==> src/rtl/cmdc_pkg.sv <==
package cmdc_pkg;
    localparam int CMD_W = 3;

    localparam logic [CMD_W-1:0] OP_IDENT  = 3'b000;
    localparam logic [CMD_W-1:0] OP_SHUT   = 3'b001;
    localparam logic [CMD_W-1:0] OP_WRITE  = 3'b010;
    localparam logic [CMD_W-1:0] OP_READ   = 3'b011;
    localparam logic [CMD_W-1:0] OP_HEALTH = 3'b100;
    localparam logic [CMD_W-1:0] OP_FLUSH  = 3'b110;

    typedef enum logic [2:0] {
        PS_INIT,
        PS_IDLE,
        PS_BUSY,
        PS_HOLD,
        PS_OFF
    } port_state_e;

    typedef enum logic [1:0] {
        IS_WAIT,
        IS_RUN,
        IS_DONE
    } init_state_e;
endpackage

==> src/rtl/cmdc_init_seq.sv <==
module cmdc_init_seq #(
    parameter int INIT_CYCLES = 4
) (
    input  logic clk,
    input  logic rst_n,
    input  logic link_up,
    output logic init_done
);
    import cmdc_pkg::*;

    localparam int CNT_W = (INIT_CYCLES > 1) ? $clog2(INIT_CYCLES) : 1;
    localparam logic [CNT_W-1:0] CNT_LAST = CNT_W'(INIT_CYCLES - 1);

    init_state_e state_q, state_d;
    logic [CNT_W-1:0] cnt_q;

    always_comb begin
        state_d = state_q;
        unique case (state_q)
            IS_WAIT: if (link_up) state_d = IS_RUN;
            IS_RUN:  if (cnt_q == CNT_LAST) state_d = IS_DONE;
            IS_DONE: state_d = IS_DONE;
            default: state_d = IS_WAIT;
        endcase
    end

    always_ff @(posedge clk) begin
        if (!rst_n) state_q <= IS_WAIT;
        else        state_q <= state_d;
    end

    always_ff @(posedge clk) begin
        if (!rst_n) begin
            cnt_q     <= '0;
            init_done <= 1'b0;
        end else begin
            if (state_q == IS_RUN) cnt_q <= cnt_q + 1'b1;
            else                   cnt_q <= '0;
            init_done <= (state_d == IS_DONE);
        end
    end
endmodule

==> src/rtl/cmdc_param_check.sv <==
module cmdc_param_check #(
    parameter bit IS_MAIN = 1'b1,
    parameter int AW      = 48,
    parameter int LW      = 48
) (
    input  logic [2:0]    cmd,
    input  logic [AW-1:0] addr,
    input  logic [LW-1:0] len,
    input  logic [AW-1:0] capacity,
    input  logic          sector_4k,
    output logic          ok
);
    import cmdc_pkg::*;

    localparam int SW = ((AW > LW) ? AW : LW) + 1;

    logic          code_ok;
    logic          is_xfer;
    logic [SW-1:0] end_sum;
    logic          range_ok;
    logic          len_ok;
    logic          align_ok;

    generate
        if (IS_MAIN) begin : g_main_codes
            always_comb begin
                unique case (cmd)
                    OP_IDENT, OP_SHUT, OP_WRITE, OP_READ, OP_HEALTH, OP_FLUSH: code_ok = 1'b1;
                    default: code_ok = 1'b0;
                endcase
            end
        end else begin : g_sec_codes
            always_comb begin
                unique case (cmd)
                    OP_WRITE, OP_READ: code_ok = 1'b1;
                    default: code_ok = 1'b0;
                endcase
            end
        end
    endgenerate

    always_comb begin
        is_xfer  = (cmd == OP_WRITE) || (cmd == OP_READ);
        end_sum  = SW'(addr) + SW'(len);
        range_ok = (end_sum <= SW'(capacity));
        len_ok   = (len != '0);
        align_ok = !sector_4k || ((addr[2:0] == 3'b000) && (len[2:0] == 3'b000));
        ok       = code_ok && (!is_xfer || (range_ok && len_ok && align_ok));
    end
endmodule

==> src/rtl/cmdc_port_fsm.sv <==
module cmdc_port_fsm #(
    parameter bit IS_MAIN = 1'b1,
    parameter int AW      = 48,
    parameter int LW      = 48
) (
    input  logic                  clk,
    input  logic                  rst_n,
    input  logic                  init_done,
    input  logic                  req,
    input  logic [2:0]            cmd,
    input  logic [AW-1:0]         addr,
    input  logic [LW-1:0]         len,
    input  logic                  params_ok,
    input  logic                  permit,
    input  logic                  defer,
    input  logic                  be_done,
    input  logic                  lock_all,
    output logic                  busy,
    output logic                  reject,
    output logic                  be_start,
    output logic [2:0]            be_cmd,
    output logic [AW-1:0]         be_addr,
    output logic [LW-1:0]         be_len,
    output cmdc_pkg::port_state_e state_o
);
    import cmdc_pkg::*;

    port_state_e state_q, state_d;
    logic        decide;
    logic        accept;
    logic        refuse;

    always_comb begin
        decide = (state_q == PS_IDLE) && req && !defer && !lock_all;
        accept = decide && params_ok && permit;
        refuse = decide && !(params_ok && permit);
    end

    always_comb begin
        state_d = state_q;
        unique case (state_q)
            PS_INIT: if (init_done) state_d = PS_IDLE;
            PS_IDLE: begin
                if (lock_all)    state_d = PS_OFF;
                else if (accept) state_d = PS_BUSY;
                else if (refuse) state_d = PS_HOLD;
            end
            PS_BUSY: begin
                if (lock_all) state_d = PS_OFF;
                else if (be_done) begin
                    if (IS_MAIN && (be_cmd == OP_SHUT)) state_d = PS_OFF;
                    else                                state_d = PS_IDLE;
                end
            end
            PS_HOLD: begin
                if (lock_all) state_d = PS_OFF;
                else if (!req) state_d = PS_IDLE;
            end
            PS_OFF:  state_d = PS_OFF;
            default: state_d = PS_INIT;
        endcase
    end

    always_ff @(posedge clk) begin
        if (!rst_n) state_q <= PS_INIT;
        else        state_q <= state_d;
    end

    always_ff @(posedge clk) begin
        if (!rst_n) begin
            reject   <= 1'b0;
            be_start <= 1'b0;
            be_cmd   <= '0;
            be_addr  <= '0;
            be_len   <= '0;
        end else begin
            reject   <= refuse;
            be_start <= accept;
            if (accept) begin
                be_cmd  <= cmd;
                be_addr <= addr;
                be_len  <= len;
            end
        end
    end

    assign busy    = (state_q == PS_INIT) || (state_q == PS_BUSY) || (state_q == PS_OFF);
    assign state_o = state_q;
endmodule

==> src/rtl/dualport_cmd_ctrl.sv <==
module dualport_cmd_ctrl #(
    parameter int AW          = 48,
    parameter int LW          = 48,
    parameter int INIT_CYCLES = 4
) (
    input  logic          clk,
    input  logic          rst_n,
    input  logic          link_up,
    input  logic          m_req,
    input  logic [2:0]    m_cmd,
    input  logic [AW-1:0] m_addr,
    input  logic [LW-1:0] m_len,
    output logic          m_busy,
    output logic          m_reject,
    input  logic          s_req,
    input  logic [2:0]    s_cmd,
    input  logic [AW-1:0] s_addr,
    input  logic [LW-1:0] s_len,
    output logic          s_busy,
    output logic          s_reject,
    output logic          m_be_start,
    output logic [2:0]    m_be_cmd,
    output logic [AW-1:0] m_be_addr,
    output logic [LW-1:0] m_be_len,
    input  logic          m_be_done,
    output logic          s_be_start,
    output logic [2:0]    s_be_cmd,
    output logic [AW-1:0] s_be_addr,
    output logic [LW-1:0] s_be_len,
    input  logic          s_be_done,
    input  logic [AW-1:0] id_capacity,
    input  logic          id_sector_4k,
    output logic [AW-1:0] capacity,
    output logic          sector_4k,
    output logic          locked
);
    import cmdc_pkg::*;

    localparam int NP = 2;

    logic          init_done;
    logic          req_a    [NP];
    logic [2:0]    cmd_a    [NP];
    logic [AW-1:0] addr_a   [NP];
    logic [LW-1:0] len_a    [NP];
    logic          done_a   [NP];
    logic          ok_a     [NP];
    logic          permit_a [NP];
    logic          defer_a  [NP];
    logic          busy_a   [NP];
    logic          rej_a    [NP];
    logic          start_a  [NP];
    logic [2:0]    bcmd_a   [NP];
    logic [AW-1:0] baddr_a  [NP];
    logic [LW-1:0] blen_a   [NP];
    port_state_e   st_a     [NP];
    logic          lock_all;
    logic          ident_done;

    assign req_a[0]  = m_req;
    assign cmd_a[0]  = m_cmd;
    assign addr_a[0] = m_addr;
    assign len_a[0]  = m_len;
    assign done_a[0] = m_be_done;
    assign req_a[1]  = s_req;
    assign cmd_a[1]  = s_cmd;
    assign addr_a[1] = s_addr;
    assign len_a[1]  = s_len;
    assign done_a[1] = s_be_done;

    cmdc_init_seq #(.INIT_CYCLES(INIT_CYCLES)) u_init (
        .clk       (clk),
        .rst_n     (rst_n),
        .link_up   (link_up),
        .init_done (init_done)
    );

    // Cross-port rules: shutdown exclusivity and main-first ordering
    always_comb begin
        permit_a[0] = !((cmd_a[0] == OP_SHUT) && (st_a[1] == PS_BUSY));
        permit_a[1] = !((st_a[0] == PS_BUSY) && (bcmd_a[0] == OP_SHUT));
        defer_a[0]  = 1'b0;
        defer_a[1]  = (st_a[0] == PS_IDLE) && req_a[0];
        lock_all    = (st_a[0] == PS_BUSY) && (bcmd_a[0] == OP_SHUT) && done_a[0];
        ident_done  = (st_a[0] == PS_BUSY) && (bcmd_a[0] == OP_IDENT) && done_a[0];
    end

    generate
        for (genvar p = 0; p < NP; p++) begin : g_port
            cmdc_param_check #(.IS_MAIN(p == 0), .AW(AW), .LW(LW)) u_chk (
                .cmd       (cmd_a[p]),
                .addr      (addr_a[p]),
                .len       (len_a[p]),
                .capacity  (capacity),
                .sector_4k (sector_4k),
                .ok        (ok_a[p])
            );

            cmdc_port_fsm #(.IS_MAIN(p == 0), .AW(AW), .LW(LW)) u_fsm (
                .clk       (clk),
                .rst_n     (rst_n),
                .init_done (init_done),
                .req       (req_a[p]),
                .cmd       (cmd_a[p]),
                .addr      (addr_a[p]),
                .len       (len_a[p]),
                .params_ok (ok_a[p]),
                .permit    (permit_a[p]),
                .defer     (defer_a[p]),
                .be_done   (done_a[p]),
                .lock_all  (lock_all),
                .busy      (busy_a[p]),
                .reject    (rej_a[p]),
                .be_start  (start_a[p]),
                .be_cmd    (bcmd_a[p]),
                .be_addr   (baddr_a[p]),
                .be_len    (blen_a[p]),
                .state_o   (st_a[p])
            );
        end
    endgenerate

    always_ff @(posedge clk) begin
        if (!rst_n) begin
            capacity  <= '0;
            sector_4k <= 1'b0;
        end else if (ident_done) begin
            capacity  <= id_capacity;
            sector_4k <= id_sector_4k;
        end
    end

    assign m_busy     = busy_a[0];
    assign m_reject   = rej_a[0];
    assign m_be_start = start_a[0];
    assign m_be_cmd   = bcmd_a[0];
    assign m_be_addr  = baddr_a[0];
    assign m_be_len   = blen_a[0];
    assign s_busy     = busy_a[1];
    assign s_reject   = rej_a[1];
    assign s_be_start = start_a[1];
    assign s_be_cmd   = bcmd_a[1];
    assign s_be_addr  = baddr_a[1];
    assign s_be_len   = blen_a[1];
    assign locked     = (st_a[0] == PS_OFF) && (st_a[1] == PS_OFF);
endmodule

==> config.mk <==
export PLATFORM = sky130hd
export DESIGN_NAME = dualport_cmd_ctrl
export DESIGN_NICKNAME = d
export VERILOG_FILES = /design/src/rtl/cmdc_pkg.sv /design/src/rtl/cmdc_init_seq.sv /design/src/rtl/cmdc_param_check.sv /design/src/rtl/cmdc_port_fsm.sv /design/src/rtl/dualport_cmd_ctrl.sv
export SDC_FILE = /design/constraint.sdc
export NUM_CORES = 1
export LEC_CHECK = 0
export BUFFER_PORTS_ARGS = -buffer_cell sky130_fd_sc_hd__buf_4
export CAP_MARGIN = 20
export CORE_MARGIN = 3
export CORE_UTILIZATION = 40
export CTS_CLUSTER_DIAMETER = 150
export DETAILED_ROUTE_END_ITERATION = 10
export PLACE_DENSITY_LB_ADDON = 0.3
export SLEW_MARGIN = 15
export SYNTH_ARGS = -nofsm -noshare
export SYNTH_HDL_FRONTEND = slang
export SYNTH_SLANG_ARGS = --single-unit
==> constraint.sdc <==
create_clock -name clk -period 11.8 [get_ports clk]
set_clock_uncertainty 0.05 [all_clocks]
set_input_delay 1.18 -clock clk [delete_from_list [all_inputs] [get_ports clk]]
set_output_delay 1.18 -clock clk [all_outputs]
set_load 0.1 [all_outputs]
==> metrics.txt, run 1 <==
Area Overhead vs Synth 29.52%; peak per-stage delay on the critical path between 600 and 700 ps; reg-to-reg startpoint capacity[10]$_SDFFE_PN0P_; Worst Max-Slew Pin Slew 1018 ps; Die W 214.6 um; routed len/inst approximately 20 um; Post-synth ARST share 0%; Distinct cells, synth between 60 and 70; gr ovfl total 0; Skew-Pair Late Insertion Delay between 500 and 600 ps; initial antenna violation count 3; Ys Warns 0; core area around 42000 um^2; WHS Endpoint g_port[1].u_fsm.be_cmd[2]$_SDFFE_PN0P_; Root Driver clkbuf_16; Avg Inst Size Synth around 7.9 um^2; Hold WC Path Type flip-flop to flip-flop; CP Buf/Inv Count 2; I/O Buffers slightly above 500; delay-heaviest family, CP compound AO/OA/AOI/OAI gates; Rows 75; Pwr Density 114.5 nW/um^2; routability cong. 0.8826; flip-flop and latch area about 5200 um^2; first-pass GRT wire length around 97000 um; final slew viol count 0; CP startpoint kind primary input; synthesized area between 15000 and 20000 um^2; first-pass iteration count of the detailed router 6; Post-synth EDFFs 0; Final ANT Viol Nets 0; post-synthesis sequential area ratio about 30%; Synth Register Bits 262; Hold Vio Cnt, Final 0; maximum clock insertion buffer count 3; Max Clock Freq around 0.14 GHz; Final HPWL DP approximately 51000 um; initial drt markers 1141; DR vias 17647; maximum VDD drop roughly 100 uV; fillers 4088; routed wire length 63380 um; vias in the first global route roughly 17000; RSZ-0062 raised after global routing no; most used cell, CP o21ai_0; Residual DRC 0; Multi-input gate area 11410 um^2; CTS tree yes; Final Setup Violations 0; reg2reg end g_port[1].u_fsm.be_addr[2]$_SDFFE_PN0P_; P_leak approximately 9.6 nW; layout cell share with drive strength beyond 1 between 20% and 30%; Reg2Reg Depth 13; Design Power approximately 2.6 mW; critical path required time around 12000 ps; Die ar. between 40000 and 50000 um^2; Critical-path top delay cell o41ai_2; Post-CTS Hold Buffers 0; Initial Util 41.02%; Crit. End Element flip-flop; Synth Flop Type dfxtp_1; setup TNS 0 ps; CP cell instances buf_4, ha_1, a21oi_1, o22ai_1, o21ai_0, o211ai_1, a41o_1, a311o_1, o41ai_2, o21ai_0, xnor2_1, ha_1, nand4_1, nor4_1, nand4_1, nand2_1, o21ai_1, a211oi_4, buf_12, o21ai_0; hold_sp g_port[1].u_fsm.be_cmd[2]$_SDFFE_PN0P_; vias per cell approximately 5.5; critical path type primary input to flip-flop; fin crit share between 60 and 70%; CTS HTree Levels 1; worst reg-to-reg setup slack around 7000 ps; status complete, no violations; CTS Sinks 262; Final min period ~7300 ps; hold path cells 2; TritonCTS Buffers 28; largest net degree at the start of global routing 198; Die Ht approximately 210 um; CP max FO about 200; Post CTS Setup Buffer Count 0; I/O pin cnt 508; slew margin rel. 32.13%; Post-Syn Nets 2648; Tot GR Track Use about a quarter; max cap viols 0; CTS-repair resized insts 0; Crit path arrival time 7650 ps; clock slew at reported path FFs ~60 ps; Net count, final approximately 3000; cells after synthesis 2199
==> layer usage <==
metal	routed length, um	vias up	track usage (%)	part of all wire, %
met5	13	-	0	0.021
met4	1607	2	6.831	2.5
met3	4100	93	4.846	6.5
met2	29820	618	44.50	47
met1	27840	8249	33.79	44
li1	-	8685	-	-
==> cell usage in the layout, fill, tap and decap left out, types with 12 or more instances in the layout <==
cell / instances
xnor2_1: 53
a21boi_0: 54
nand3_1: 120
a21o_1: 71
nor2_1: 63
clkbuf_16: 29
a21oi_1: 130
o21ai_0: 131
dfxtp_1: 262
mux2i_1: 101
ha_1: 193
xor2_1: 29
o21bai_1: 13
nand2_1: 467
o21a_1: 19
nor4_1: 28
a31oi_1: 15
o21ai_1: 30
nand4_1: 38
inv_1: 73
buf_4: 512
nor3_1: 24
nor2b_1: 15
and3_1: 15
o211ai_1: 12
==> cell type report <==
class | instances | area share [%]
Antenna cell | 2 | 0.02221
Sequential cell | 262 | 23.27
Tap cell | 577 | 3.204
Timing Repair Buffer | 515 | 17.30
Clock buffer | 39 | 3.698
Clock inverter | 13 | 0.6440
Multi-Input combinational cell | 1753 | 50.64
Inverter | 73 | 1.216
==> flip-flops by register name (all words and copies together), names as in the netlist <==
| name | cells |
|---|---|
| capacity | 48 |
| g_port.u_fsm.be_addr | 96 |
| g_port.u_fsm.be_cmd | 6 |
| g_port.u_fsm.be_len | 96 |
| g_port.u_fsm.be_start | 2 |
| g_port.u_fsm.reject | 2 |
| g_port.u_fsm.state_o | 6 |
| sector_4k | 1 |
| u_init.cnt_q | 2 |
| u_init.init_done | 1 |
| u_init.state_q | 2 |
==> how the worst max path moves through the flow <==
stage	startpoint	to	slack, ps	cells after the start
5_1_grt	m_addr[1]	g_port[0].u_fsm.be_addr[7]$_SDFFE_PN0P_	4020	20
4_1_cts	m_addr[1]	g_port[0].u_fsm.be_len[13]$_SDFFE_PN0P_	4540	21
3_5_place_dp	m_addr[1]	g_port[0].u_fsm.be_len[4]$_SDFFE_PN0P_	3970	20
6_report	m_addr[1]	g_port[0].u_fsm.be_addr[7]$_SDFFE_PN0P_	4490	20
3_3_place_gp	m_addr[1]	g_port[0].u_fsm.be_len[16]$_SDFFE_PN0P_	3990	20
2_1_floorplan	m_addr[0]	g_port[0].u_fsm.be_cmd[2]$_SDFFE_PN0P_	5710	24
==> cell usage after synthesis (all sizes together), types with 19 or more instances <==
library cell	instances	share of area (%)
a21o	71	3.1
buf	26	0.92
mux2i	101	5.8
dfxtp	262	30
o21a	19	0.82
a21oi	130	3.7
nor3	24	0.69
xor2	29	1.5
a21boi	54	2.3
nor2	64	1.4
o21ai	161	4.6
nor4	28	1.0
nand3	120	3.5
inv	73	1.6
xnor2	53	2.7
ha	193	14
nand2	467	10
clkbuf	85	1.8
nand4	38	1.4
==> tightest hold or removal path, delay by kind of cell (launching register included) <==
| kind | cells | cell delay [ps] |
|---|---|---|
| and+or+nand+nor | 2 | 80 |
| DFF | 1 | 320 |
==> metrics by stage <==
step	hold WS, ps	setup slack [ps]	cell area [um^2]	cells	utilization, %
5_1_grt	397.6	4023	22540	3234	53.13
2_1_floorplan	356.3	5711	17400	2199	-
3_5_place_dp	370.2	3968	21550	3180	50.81
4_1_cts	384.8	4541	22530	3232	53.12
3_3_place_gp	365.1	3994	21530	3179	50.76
6_report	388.6	4495	22540	3234	53.13
==> cells by family (layout without fill, tap and decap cells) <==
group | Yosys count | after routing | synth area share [%]
buffers and inverters | 184 | 640 | 4.343
adder cells (fa/ha/maj) | 195 | 195 | 14.11
flip-flops | 262 | 262 | 30.15
other | 0 | 2 | 0
XOR/XNOR | 82 | 82 | 4.128
AO/OA/AOI/OAI | 548 | 548 | 20.05
multiplexers | 102 | 102 | 5.875
AND/OR/NAND/NOR | 826 | 826 | 21.35
==> report_power, final <==
part | internal, mW | leakage (nW) | switching, mW
sequential | 0.894 | 2.11 | 0.00957
clock | 0.557 | 0.485 | 0.378
combinational | 0.306 | 7.01 | 0.437
No activity file was read; power rests on OpenSTA's default activity.
==> run 2: changes to the inputs <==
Clock period 11.8 ns to 7.5 ns, I/O delays scaled along.
==> run 2 against run 1 <==
Flip-flop and latch count did not move; clock-buffer cell count increased by 7; die area unchanged; core utilization grew 0.11 points; hold slack got worse by 15 ps; final cell count is essentially flat; combinational power rose by 57%.
==> metrics.txt, run 2 (same netlist as run 1, synthesis figures left out) <==
Root Driver clkbuf_16; CTS Sinks 262 (unchanged); reg-to-reg startpoint capacity[10]$_SDFFE_PN0P_; DP Cell Count 3186 (+0.19%); Max Clock Freq 0.1545 GHz; first-pass iteration count of the detailed router 6 (unchanged); vias per cell 5.440 (-0.31%); critical path type primary input to flip-flop; core area 42420 um^2 (unchanged); flip-flop and latch area 5245 um^2 (unchanged); worst hold margin 373.8 ps (-14.79 ps); Finished Layout Cells 3237 (+0.093%); Residual DRC 0 (unchanged); Final Setup Violations 0 (unchanged); Final HPWL DP 50350 um (-1.7%); worst reg-to-reg setup slack 3670 ps (-3520 ps); Final min period roughly 6500 ps; Flop pwr share 35.5% (+0.5 points); TritonCTS Buffers 28 (unchanged); Post-CTS Hold Buffers 0 (unchanged); max cap viols 0 (unchanged); CP max FO 64 (-68%); Post CTS Setup Buffer Count 0 (unchanged); Area Overhead vs Synth 29.79%; Rows 75 (unchanged); Crit path arrival time 6890 ps (-760 ps); first-pass GRT wire length 96180 um (-0.66%); I/O pin cnt 508 (unchanged); clock slew at reported path FFs 60 ps (about the same); crit path to g_port[0].u_fsm.be_len[46]$_SDFFE_PN0P_; biggest regs g_port.u_fsm.be_addr: 96 flops, g_port.u_fsm.be_len: 96 flops, capacity: 48 flops; NetSw 1.276 mW (+55%); CP Launch Point m_addr[0]; gr ovfl total 0 (unchanged); CP startpoint kind primary input; Reg2Reg Depth 13 (unchanged); maximum VDD drop 152.7 uV (+48%); Critical-path top delay cell a211oi_4; internal power 2.733 mW (+56%); reg2reg end g_port[1].u_fsm.be_addr[34]$_SDFFE_PN0P_; Multi-input gate area 11410 um^2 (about the same); most frequent cells in the layout 514 x buf_4, 467 x nand2_1, 262 x dfxtp_1, 193 x ha_1, 131 x o21ai_0; Net count, final 3088 (+0.19%); CTS tree yes; I/O Buffers 507 (unchanged); Skew-Pair Late Insertion Delay 560 ps (about the same); critical path required time 7920 ps (-4220 ps); layout cell share with drive strength beyond 1 21.70% (-0.15 points); most used cell, CP nand3_1; CTS-repair resized insts 0 (unchanged); largest net degree at the start of global routing 210 (+6.1%); P_leak 9.621 nW (+0.17%); Initial Util 41.02% (unchanged); initial drt markers 1293 (+13%); maximum clock insertion buffer count 3 (unchanged); Final ANT Viol Nets 0 (unchanged); Hold Vio Cnt, Final 0 (unchanged); Worst Max-Slew Pin Slew 1028 ps (+9.466 ps); fin crit share 86.30%; routability cong. 0.9473 (+7.3%); DR vias 17609 (-0.22%); vias in the first global route 17253 (+0.78%); combinational share of power 29.2% (+0.4 points); clock share of power 35.3% (-0.9 points); Pwr Density 177.5 nW/um^2 (+55%); routed wire length 62470 um (-1.4%); Crit. End Element flip-flop; Die W 214.6 um (unchanged); Net Sw Frac 31.83% (-0.11 points); CTS HTree Levels 1 (unchanged); routed len/inst 19.30 um (-1.5%); peak per-stage delay on the critical path 570 ps (-110 ps); hold path cells 3 (+1); slew margin rel. 31.50% (-0.63 points); Tot GR Track Use 25.76% (-0.27 points); Hold WC Path Type primary input to flip-flop; CP cell instances buf_4, ha_1, fa_1, a211oi_2, o21ai_0, a221o_1, o311ai_2, o22ai_2, nand4_1, nand3_1, a2111oi_0, a311oi_1, ha_1, a21o_1, a21oi_1, nor2b_1, nand3_1, nor4_1, o21ai_1, a211oi_4, buf_12, nand3_1, o21ai_0; setup TNS 0 ps (unchanged); initial antenna violation count 2 (-1); Die Ht 214.6 um (unchanged); final slew viol count 0 (unchanged); RSZ-0062 raised after global routing no; status complete, no violations; Die ar. 46040 um^2 (unchanged); commonest non-fill, non-tap cell in the layout buf_4; fillers 4045 (-1.1%)
## run 2: critical path: cells and delay by family
family / cells / cell delay (ps)
adder cells (fa/ha/maj): 3 / 1040
AND/OR/NAND/NOR: 6 / 1080
buffers and inverters: 2 / 450
AO/OA/AOI/OAI: 12 / 3540
## run 2: routing by layer
layer / GRT usage (%) / up-vias / part of all wire, %
li1: - / 8695 / -
met1: 33.23 / 8264 / 44
met2: 43.96 / 549 / 47
met3: 5.186 / 99 / 6.3
met4: 6.831 / 2 / 2.5
met5: 0 / - / 0.024
## run 2: worst min-delay path by stage
stage	end	slack, ps	start
floorplan	u_init.cnt_q[0]$_SDFF_PN0_	360	u_init.cnt_q[0]$_SDFF_PN0_
global route	g_port[0].u_fsm.be_addr[15]$_SDFFE_PN0P_	350	m_addr[15]
global placement	u_init.cnt_q[0]$_SDFF_PN0_	360	u_init.cnt_q[0]$_SDFF_PN0_
detailed placement	g_port[1].u_fsm.be_cmd[2]$_SDFFE_PN0P_	380	g_port[1].u_fsm.be_cmd[2]$_SDFFE_PN0P_
CTS	g_port[0].u_fsm.be_addr[28]$_SDFFE_PN0P_	340	m_addr[28]
finish	g_port[0].u_fsm.be_addr[28]$_SDFFE_PN0P_	370	m_addr[28]
## run 2: power by group through the flow
| stage | sequential [mW] | combinational [mW] | clock (mW) |
|---|---|---|---|
| after global routing | 1.42 | 1.30 | 1.50 |
| after global placement | 1.45 | 1.13 | 0 |
| after floorplan | 1.52 | 0.723 | 0 |
| after detailed placement | 1.45 | 1.16 | 0 |
| after CTS | 1.42 | 1.17 | 1.45 |
| final | 1.42 | 1.17 | 1.42 |
## run 2: cell type report
class	instances	share of cell area, %
Sequential cell	262	23.23
Inverter	73	1.213
Antenna cell	1	0.01108
Tap cell	577	3.197
Timing Repair Buffer	521	17.69
Multi-Input combinational cell	1753	50.55
Clock buffer	46	3.807
Clock inverter	4	0.3103
## run 2: stage by stage
stage / instance area [um^2] / power [mW] / setup WS [ps] / utilization [%]
2_1_floorplan: 17400 / 2.238 / 1841 / -
3_3_place_gp: 21650 / 2.580 / 636.6 / 51.04
3_5_place_dp: 21650 / 2.609 / 520.1 / 51.04
4_1_cts: 22580 / 4.032 / 1053 / 53.23
5_1_grt: 22580 / 4.224 / 573.2 / 53.24
6_report: 22580 / 4.009 / 1027 / 53.24
==> run 3: changes to the inputs <==
Settings changed: REMOVE_ABC_BUFFERS set to 1, SKIP_CTS_REPAIR_TIMING set to 1.
==> run 3 against run 2 <==
Maximum frequency is 3.1% higher; power rose by 0.94%; clock power is 4% higher; flip-flop and latch count unchanged; cell area is essentially flat; critical path type unchanged; critical endpoint is now g_port[0].u_fsm.be_len[6]$_SDFFE_PN0P_; largest power group is now clock.
==> metrics.txt, run 3 (same netlist as run 1, synthesis figures left out) <==
status complete, no violations; layout cell share with drive strength beyond 1 21.75% (+0.046 points); I/O Buffers 507 (unchanged); CP max FO 98 (+53%); routed wire length 61410 um (-1.7%); Rows 75 (unchanged); Initial Util 41.02% (unchanged); fin crit share 83.68% (-2.6 points); Die ar. 46040 um^2 (unchanged); DP Cell Count 3185 (-0.031%); reg2reg end g_port[0].u_fsm.be_len[6]$_SDFFE_PN0P_; Hold WC Path Type primary input to flip-flop; final slew viol count 0 (unchanged); setup TNS 0 ps (unchanged); routability cong. 0.9024 (-4.7%); Skew-Pair Late Insertion Delay 550 ps (about the same); Antenna diodes 0 (-1); critical path required time 7920 ps (about the same); P_leak 9.629 nW (about the same); Crit path arrival time 6700 ps (-190 ps); initial antenna violation count 0 (-2); critical path type primary input to flip-flop; Area Overhead vs Synth 29.86% (about the same); initial drt markers 1204 (-6.9%); maximum clock insertion buffer count 3 (unchanged); maximum VDD drop 141.4 uV (-7.4%); largest net degree at the start of global routing 197 (-6.2%); CP startpoint kind primary input; worst reg-to-reg setup slack 3770 ps (+100 ps); core area 42420 um^2 (unchanged); Max Clock Freq 0.1593 GHz (+3.1%); CTS tree yes; Hold Vio Cnt, Final 0 (unchanged); slew margin rel. 27.60% (-3.9 points); first-pass GRT wire length 94370 um (-1.9%); TritonCTS Buffers 28 (unchanged); commonest non-fill, non-tap cell in the layout buf_4; Die Ht 214.6 um (unchanged); fillers 4051 (+0.15%); Net count, final 3087 (-0.032%); CTS Sinks 262 (unchanged); Final ANT Viol Nets 0 (unchanged); Reg2Reg Depth 13 (unchanged); CP Launch Point m_addr[0]; I/O pin cnt 508 (unchanged); Finished Layout Cells 3235 (-0.062%); max cap viols 0 (unchanged); clock slew at reported path FFs 60 ps (about the same); Residual DRC 0 (unchanged); vias in the first global route 17199 (-0.31%); Final Setup Violations 0 (unchanged); gr ovfl total 0 (unchanged); RSZ-0062 raised after global routing no; most frequent cells in the layout 514 x buf_4, 467 x nand2_1, 262 x dfxtp_1, 193 x ha_1, 131 x o21ai_0; routed len/inst 18.98 um (-1.6%); Crit. End Element flip-flop; reg-to-reg startpoint capacity[16]$_SDFFE_PN0P_; vias per cell 5.435 (about the same); biggest regs g_port.u_fsm.be_addr: 96 flops, g_port.u_fsm.be_len: 96 flops, capacity: 48 flops; Root Driver clkbuf_16; Pwr Density 179.1 nW/um^2 (+0.88%); CTS HTree Levels 1 (unchanged); Worst Max-Slew Pin Slew 1086 ps (+58.38 ps); Tot GR Track Use 25.10% (-0.66 points); crit path to g_port[0].u_fsm.be_len[6]$_SDFFE_PN0P_; Die W 214.6 um (unchanged); first-pass iteration count of the detailed router 8 (+2); Final min period 6276 ps (-196.4 ps); Final HPWL DP 49130 um (-2.4%); DR vias 17583 (-0.15%)
==> run 3: cell types whose count changed in the layout (fill, tap and decap cells not counted), sizes merged <==
cell	delta
inv	+1
clkbuf	-4
clkinv	+1
diode	-1
buf	-1
bufinv	+2
==> run 3: metrics by stage <==
step           total power [mW]  hold WS (ps)  utilization, %  worst slack [ps]  instance area (um^2)
3_5_place_dp              2.593         374.1           50.99             737.1                 21630
4_1_cts                   4.073         340.8           53.27              1291                 22600
6_report                  4.047         375.6           53.27              1224                 22600
3_3_place_gp              2.566         364.3           50.99             903.0                 21630
5_1_grt                   4.255         368.4           53.27             920.7                 22600
2_1_floorplan             2.221         356.3               -            -12180                 16920
==> run 3: final cells by class <==
| class | count | area, um^2 | area share [%] |
|---|---|---|---|
| timing repair buffer | 520 | 3974 | 17.59 |
| inverter | 73 | 274.0 | 1.213 |
| multi-input combinational | 1753 | 11410 | 50.51 |
| clock inverter | 8 | 143.9 | 0.6368 |
| sequential | 262 | 5245 | 23.21 |
| tap | 577 | 721.9 | 3.195 |
| clock buffer | 42 | 824.5 | 3.649 |
==> run 3: worst max-delay path: stages <==
cell and delay [ps]:
buf_4 120, ha_1 220, fa_1 470, a211oi_2 300, o21ai_0 200, a221o_1 380
a21oi_1 160, nor2b_1 70, o21a_1 180, o31ai_1 340, a21boi_0 390, ha_1 330
a21oi_1 170, o21ai_0 110, a2111oi_0 590, a31oi_1 280, nor4_1 290, o21ai_1 170
a211oi_4 300, buf_12 230, buf_12 310, nand3_1 130, o21ai_0 110
==> run 3: power by group <==
part,total [mW],leakage [nW],switching [mW],internal [mW]
logic,1.16,7.04,0.674,0.481
clock network,1.47,0.476,0.574,0.892
registers,1.42,2.11,0.0173,1.41
==> run 3: worst min path at each step <==
stage | start | to | slack (ps) | cells after the start
6_report | m_addr[44] | g_port[0].u_fsm.be_addr[44]$_SDFFE_PN0P_ | 380 | 3
5_1_grt | m_addr[26] | g_port[0].u_fsm.be_addr[26]$_SDFFE_PN0P_ | 370 | 3
4_1_cts | m_addr[45] | g_port[0].u_fsm.be_addr[45]$_SDFFE_PN0P_ | 340 | 3
3_5_place_dp | g_port[1].u_fsm.be_cmd[2]$_SDFFE_PN0P_ | g_port[1].u_fsm.be_cmd[2]$_SDFFE_PN0P_ | 370 | 2
3_3_place_gp | u_init.cnt_q[0]$_SDFF_PN0_ | u_init.cnt_q[0]$_SDFF_PN0_ | 360 | 1
2_1_floorplan | u_init.cnt_q[0]$_SDFF_PN0_ | u_init.cnt_q[0]$_SDFF_PN0_ | 360 | 1
==> run 3: routing by layer <==
layer | up-vias | GRT usage, % | share of wire, %
met3 | 77 | 3.330 | 5.1
met4 | 0 | 5.899 | 2.1
met1 | 8250 | 32.83 | 45
met5 | - | 0 | 0
met2 | 550 | 43.95 | 48
li1 | 8706 | - | -
